### config.mk
export PLATFORM = sky130hd
export DESIGN_NAME = msi_spi_frame
export DESIGN_NICKNAME = d
export VERILOG_FILES = /design/src/rtl/msi_frame_pkg.sv /design/src/rtl/msi_reg_decode.sv /design/src/rtl/msi_doorbell.sv /design/src/rtl/msi_spi_frame.sv
export SDC_FILE = /design/constraint.sdc
export NUM_CORES = 1
export LEC_CHECK = 0
export BUFFER_PORTS_ARGS = -buffer_cell sky130_fd_sc_hd__buf_4
export CAP_MARGIN = 40
export CORE_ASPECT_RATIO = 1.4
export CORE_MARGIN = 3
export CORE_UTILIZATION = 37
export DETAILED_ROUTE_END_ITERATION = 12
export GPL_ROUTABILITY_DRIVEN = 0
export PLACE_DENSITY = 0.81
export SKIP_CTS_REPAIR_TIMING = 1
export SLEW_MARGIN = 20
export SYNTH_ARGS = -nofsm -noshare
export SYNTH_HDL_FRONTEND = slang
export SYNTH_SLANG_ARGS = --single-unit
### constraint.sdc
create_clock -name clk -period 1.4 [get_ports clk]
set_clock_uncertainty 0.05 [all_clocks]
set_input_delay 0.21 -clock clk [delete_from_list [all_inputs] [get_ports clk]]
set_output_delay 0.21 -clock clk [all_outputs]
set_load 0.05 [all_outputs]
### src/rtl/msi_frame_pkg.sv
package msi_frame_pkg;

  typedef enum logic [1:0] {
    SZ_BYTE  = 2'd0,
    SZ_HALF  = 2'd1,
    SZ_WORD  = 2'd2,
    SZ_DWORD = 2'd3
  } acc_size_e;

  localparam int          ADDR_W       = 12;
  localparam int          DATA_W       = 32;
  localparam int          IRQ_ID_W     = 10;
  localparam int          SPI_ID_OFS   = 32;
  localparam int          SPI_MAX      = 128;
  localparam int          IRQ_ID_LIMIT = 1020;

  localparam logic [11:0] OFS_TYPE     = 12'h008;
  localparam logic [11:0] OFS_DOORBELL = 12'h040;
  localparam logic [11:0] OFS_IDENT    = 12'hFCC;
  localparam logic [11:0] OFS_ZERO_LO  = 12'hFD0;
  localparam logic [11:0] OFS_ZERO_HI  = 12'hFFC;

  localparam logic [31:0] IDENT_VALUE  = 32'h51 << 20;

  function automatic logic read_size_ok(logic [1:0] sz);
    return sz == SZ_WORD;
  endfunction

  function automatic logic write_size_ok(logic [1:0] sz);
    return (sz == SZ_HALF) || (sz == SZ_WORD);
  endfunction

endpackage

### src/rtl/msi_reg_decode.sv
module msi_reg_decode
  import msi_frame_pkg::*;
#(
  parameter int FIRST_ID = 32,
  parameter int NUM_SPI  = 64
) (
  input  logic [ADDR_W-1:0] addr,
  output logic              rd_known,
  output logic [DATA_W-1:0] rd_data,
  output logic              wr_doorbell
);

  localparam logic [DATA_W-1:0] TYPE_VALUE =
    (DATA_W'(FIRST_ID) << 16) | DATA_W'(NUM_SPI);

  always_comb begin
    rd_known = 1'b1;
    rd_data  = '0;
    if (addr == OFS_TYPE) begin
      rd_data = TYPE_VALUE;
    end else if (addr == OFS_IDENT) begin
      rd_data = IDENT_VALUE;
    end else if (addr >= OFS_ZERO_LO && addr <= OFS_ZERO_HI) begin
      rd_data = '0;
    end else begin
      rd_known = 1'b0;
    end
  end

  assign wr_doorbell = (addr == OFS_DOORBELL);

endmodule

### src/rtl/msi_doorbell.sv
module msi_doorbell
  import msi_frame_pkg::*;
#(
  parameter int FIRST_ID = 32,
  parameter int NUM_SPI  = 64
) (
  input  logic                clk,
  input  logic                rst,
  input  logic                strobe,
  input  logic [IRQ_ID_W-1:0] irq_id,
  output logic [NUM_SPI-1:0]  pulse
);

  logic [NUM_SPI-1:0] hit;
  logic [NUM_SPI-1:0] pulse_q;

  // One comparator per line; an ID outside the window matches none of them.
  for (genvar i = 0; i < NUM_SPI; i++) begin : g_line
    assign hit[i] = (int'(irq_id) == FIRST_ID + i);
  end

  always_ff @(posedge clk) begin
    if (rst) begin
      pulse_q <= '0;
    end else begin
      pulse_q <= strobe ? hit : '0;
    end
  end

  assign pulse = pulse_q;

endmodule

### src/rtl/msi_spi_frame.sv
module msi_spi_frame
  import msi_frame_pkg::*;
#(
  parameter int BASE_SPI = 0,
  parameter int NUM_SPI  = 64
) (
  input  logic               clk,
  input  logic               rst,
  input  logic               req_valid,
  output logic               req_ready,
  input  logic               req_write,
  input  logic [11:0]        req_addr,
  input  logic [31:0]        req_wdata,
  input  logic [1:0]         req_size,
  output logic               rsp_valid,
  output logic [31:0]        rsp_rdata,
  output logic               bad_access,
  output logic [NUM_SPI-1:0] spi_pulse
);

  localparam int FIRST_ID = BASE_SPI + SPI_ID_OFS;

  if (NUM_SPI < 1 || NUM_SPI > SPI_MAX || FIRST_ID + NUM_SPI > IRQ_ID_LIMIT)
  begin : g_cfg_bad
    $error("msi_spi_frame: interrupt window parameters out of range");
  end

  logic              ready_q;
  logic              rsp_valid_q;
  logic [DATA_W-1:0] rsp_rdata_q;
  logic              bad_q;
  logic              fire;
  logic              rd_ok;
  logic              wr_ok;
  logic              rd_known;
  logic [DATA_W-1:0] rd_data;
  logic              wr_doorbell;
  logic              ring;
  logic              unused_wdata_hi;

  assign fire  = req_valid && ready_q;
  assign rd_ok = fire && !req_write && read_size_ok(req_size);
  assign wr_ok = fire &&  req_write && write_size_ok(req_size);
  assign ring  = wr_ok && wr_doorbell;
  assign unused_wdata_hi = ^req_wdata[DATA_W-1:IRQ_ID_W];

  msi_reg_decode #(
    .FIRST_ID (FIRST_ID),
    .NUM_SPI  (NUM_SPI)
  ) decode_i (
    .addr        (req_addr),
    .rd_known    (rd_known),
    .rd_data     (rd_data),
    .wr_doorbell (wr_doorbell)
  );

  msi_doorbell #(
    .FIRST_ID (FIRST_ID),
    .NUM_SPI  (NUM_SPI)
  ) doorbell_i (
    .clk    (clk),
    .rst    (rst),
    .strobe (ring),
    .irq_id (req_wdata[IRQ_ID_W-1:0]),
    .pulse  (spi_pulse)
  );

  always_ff @(posedge clk) begin
    if (rst) begin
      ready_q     <= 1'b0;
      rsp_valid_q <= 1'b0;
      rsp_rdata_q <= '0;
      bad_q       <= 1'b0;
    end else begin
      ready_q     <= 1'b1;
      rsp_valid_q <= fire && !req_write;
      rsp_rdata_q <= (rd_ok && rd_known) ? rd_data : '0;
      bad_q       <= (rd_ok && !rd_known) || (wr_ok && !wr_doorbell);
    end
  end

  assign req_ready  = ready_q;
  assign rsp_valid  = rsp_valid_q;
  assign rsp_rdata  = rsp_rdata_q;
  assign bad_access = bad_q;

endmodule

==> impl_metrics.env <==
export IMPL_status="finished clean"
export IMPL_port_buffers=99
export IMPL_synth_edf_count=0
export IMPL_yosysWarnings=0
export IMPL_synthArstFlopShare=0
export IMPL_cts_sinks=69
export IMPL_cp_max_fo=9
export IMPL_cts_clk_slew_worst_paths_ns=0.07
export IMPL_critPathRequiredTime_ns=1.62
export IMPL_synth_area_leader_cell="dfxtp_1"
export IMPL_final_net_count=391
export IMPL_use_met3=0.05000
export IMPL_met2_usage=0.2428
export IMPL_viasPerCell=4.549
export IMPL_maxClockFrequency_mhz=720.1
export IMPL_cts_root_buffer="clkbuf_8"
export IMPL_setup_tns_ns=0
export IMPL_synth_most_common_cell="nor2_1"
export IMPL_r2r_setup_slack_ns=0.01
export IMPL_final_cell_count_no_fill=415
export IMPL_slew_viol_final=0
export IMPL_path_class="reg2reg"
export IMPL_synthCells=224
export IMPL_pre_cts_ws_ns=-0.2971
export IMPL_crit_slowest_cell="dfxtp_4"
export IMPL_synth_top_area_share=0.6036
export IMPL_wl_per_cell_um=14.17
export IMPL_track_usage=0.1404
export IMPL_synth_seq_cells=69
export IMPL_vias=1888
export IMPL_fin_util=0.5659
export IMPL_overflow=0
export IMPL_antenna_found_initial=0
export IMPL_clock_latency_ns=0.33
export IMPL_busiest_layer="met2"
export IMPL_max_vdd_ir_drop_mv=0.5836
export IMPL_n_fill_cell=503
export IMPL_synth_area_um2=2288
export IMPL_synth_area_leaders="dfxtp_1 60%, nor2_1 11%, buf_4 9.8%"
export IMPL_htreeDepth=3
export IMPL_drive_above_1_share=0.4145
export IMPL_clk_path_buf_depth=2
export IMPL_grt_pass1_vias=1596
export IMPL_synthToLayoutAreaGrowth_pct=47.02
export IMPL_rsz0062_at_grt="true"
export IMPL_critPathCaptureType="register"
export IMPL_die_w_um=72.47
export IMPL_cts_buffers=9
export IMPL_leakagePower_uw=0.001522
export IMPL_grt_max_degree=17
export IMPL_finalCritPeriodShare=0.9920
export IMPL_hold_path_class="in2reg"
export IMPL_dieHeight_um=99.05
export IMPL_ant_nets=0
export IMPL_hold_viol=0
export IMPL_cts_tree="yes"
export IMPL_grtUsageMet1=0.1451
export IMPL_die_area_um2=7178
export IMPL_critPathArrivalTime_ns=1.61
export IMPL_placed_cells=394
export IMPL_yosysSeqAreaShare=0.6036
export IMPL_initial_core_util=0.3849
export IMPL_coreArea_um2=5946
export IMPL_drtPass1Iterations=4
export IMPL_fin_ws_ns=0.01124
export IMPL_avgSynthCellArea_um2=10.22
export IMPL_drc_errors=0
export IMPL_critPathLaunchType="register"
export IMPL_period_minus_slack_ns=1.389
export IMPL_drt_iter0_drc=108
export IMPL_diodes=0
export IMPL_regArea_um2=1385
export IMPL_dp_final_hpwl_mm=3.987
export IMPL_setup_viol=0
export IMPL_crit_chain="nand3b_1 -> nor3b_4 -> buf_12 -> nand4_4 -> nor2_1"
export IMPL_grt_pass1_wl_mm=7.610
export IMPL_ys_flop_type="dfxtp_1"
export IMPL_slowest_delay_ns=0.35
export IMPL_p_per_area_nw_per_um2=1171
export IMPL_io_pins=149
export IMPL_drt_wl_total_mm=5.879
export IMPL_yosys_top_cells_count="70 x nor2_1, 69 x dfxtp_1, 30 x buf_4, 14 x nand2_1, 5 x nand3_1"
export IMPL_cap_violations=0
export IMPL_fp_row_count=33
export IMPL_hold_ws_ns=0.02369
export IMPL_synthDistinctLibCells=29
export IMPL_multi_input_area_um2=819.5
[power breakdown]
group / switching [uW] / internal [uW] / total [uW]
Combinational: 239 / 88.5 / 328
Sequential: 1.24 / 1960 / 1960
Clock: 765 / 883 / 1650
[layout make-up]
type / instances / share of cell area
repair buffers: 110 / 0.2536
well taps: 70 / 0.02603
multi-input cells: 147 / 0.2436
clock inverters: 6 / 0.02083
clock buffers: 10 / 0.04091
inverters: 3 / 0.003347
flip-flops and latches: 69 / 0.4117
[layout by cell type, fill, tap and decap left out, types with 3 or more instances in the layout]
| master | count |
|---|---|
| nand2_1 | 14 |
| buf_4 | 107 |
| nor2_1 | 64 |
| clkinvlp_4 | 3 |
| nor2_2 | 6 |
| conb_1 | 27 |
| nand4_1 | 3 |
| nand4b_4 | 4 |
| nand3_1 | 5 |
| inv_1 | 3 |
| clkbuf_8 | 10 |
| dfxtp_1 | 68 |
[metal layers]
metal	vias to the layer above	part of all wire
met5	-	0
met4	0	0.023
met3	14	0.11
met2	117	0.49
met1	852	0.38
li1	905	-
[critical path, delay by kind of cell, from the launching register on]
kind | cells | cell delay, ns
flops | 1 | 0.35
buf+inv | 1 | 0.19
simple gates | 4 | 0.74
[cell families after synthesis]
family,Yosys count,synth area share
simple gates,111,0.2532
flops,69,0.6036
buf+inv,38,0.1252
compound gates,4,0.01093
fa+ha+maj,1,0.005467
other cells,1,0.001639
[worst paths after layout]
path	startpoint	endpoint	cells past startpoint
max	req_ready$_DFF_P_	doorbell_i.pulse[47]$_SDFF_PP0_	5
max reg2reg	req_ready$_DFF_P_	doorbell_i.pulse[47]$_SDFF_PP0_	5
min reg2reg	req_ready$_DFF_P_	rsp_valid$_SDFF_PP0_	2
min	req_write	rsp_valid$_SDFF_PP0_	2
[stage by stage]
stage | instance area (um^2) | total power (uW)
3_3_place_gp | 3045 | 2317
5_1_grt | 3364 | 4066
2_1_floorplan | 2396 | 2273
6_report | 3364 | 3940
4_1_cts | 3253 | 3936
3_5_place_dp | 3045 | 2320
[registers in the layout (all words and copies together), names as in the netlist]
signal	cells
doorbell_i.pulse	64
rsp_rdata	2
rsp_valid	1
bad_access	1
req_ready	1
(Power assumes the default switching activity.)
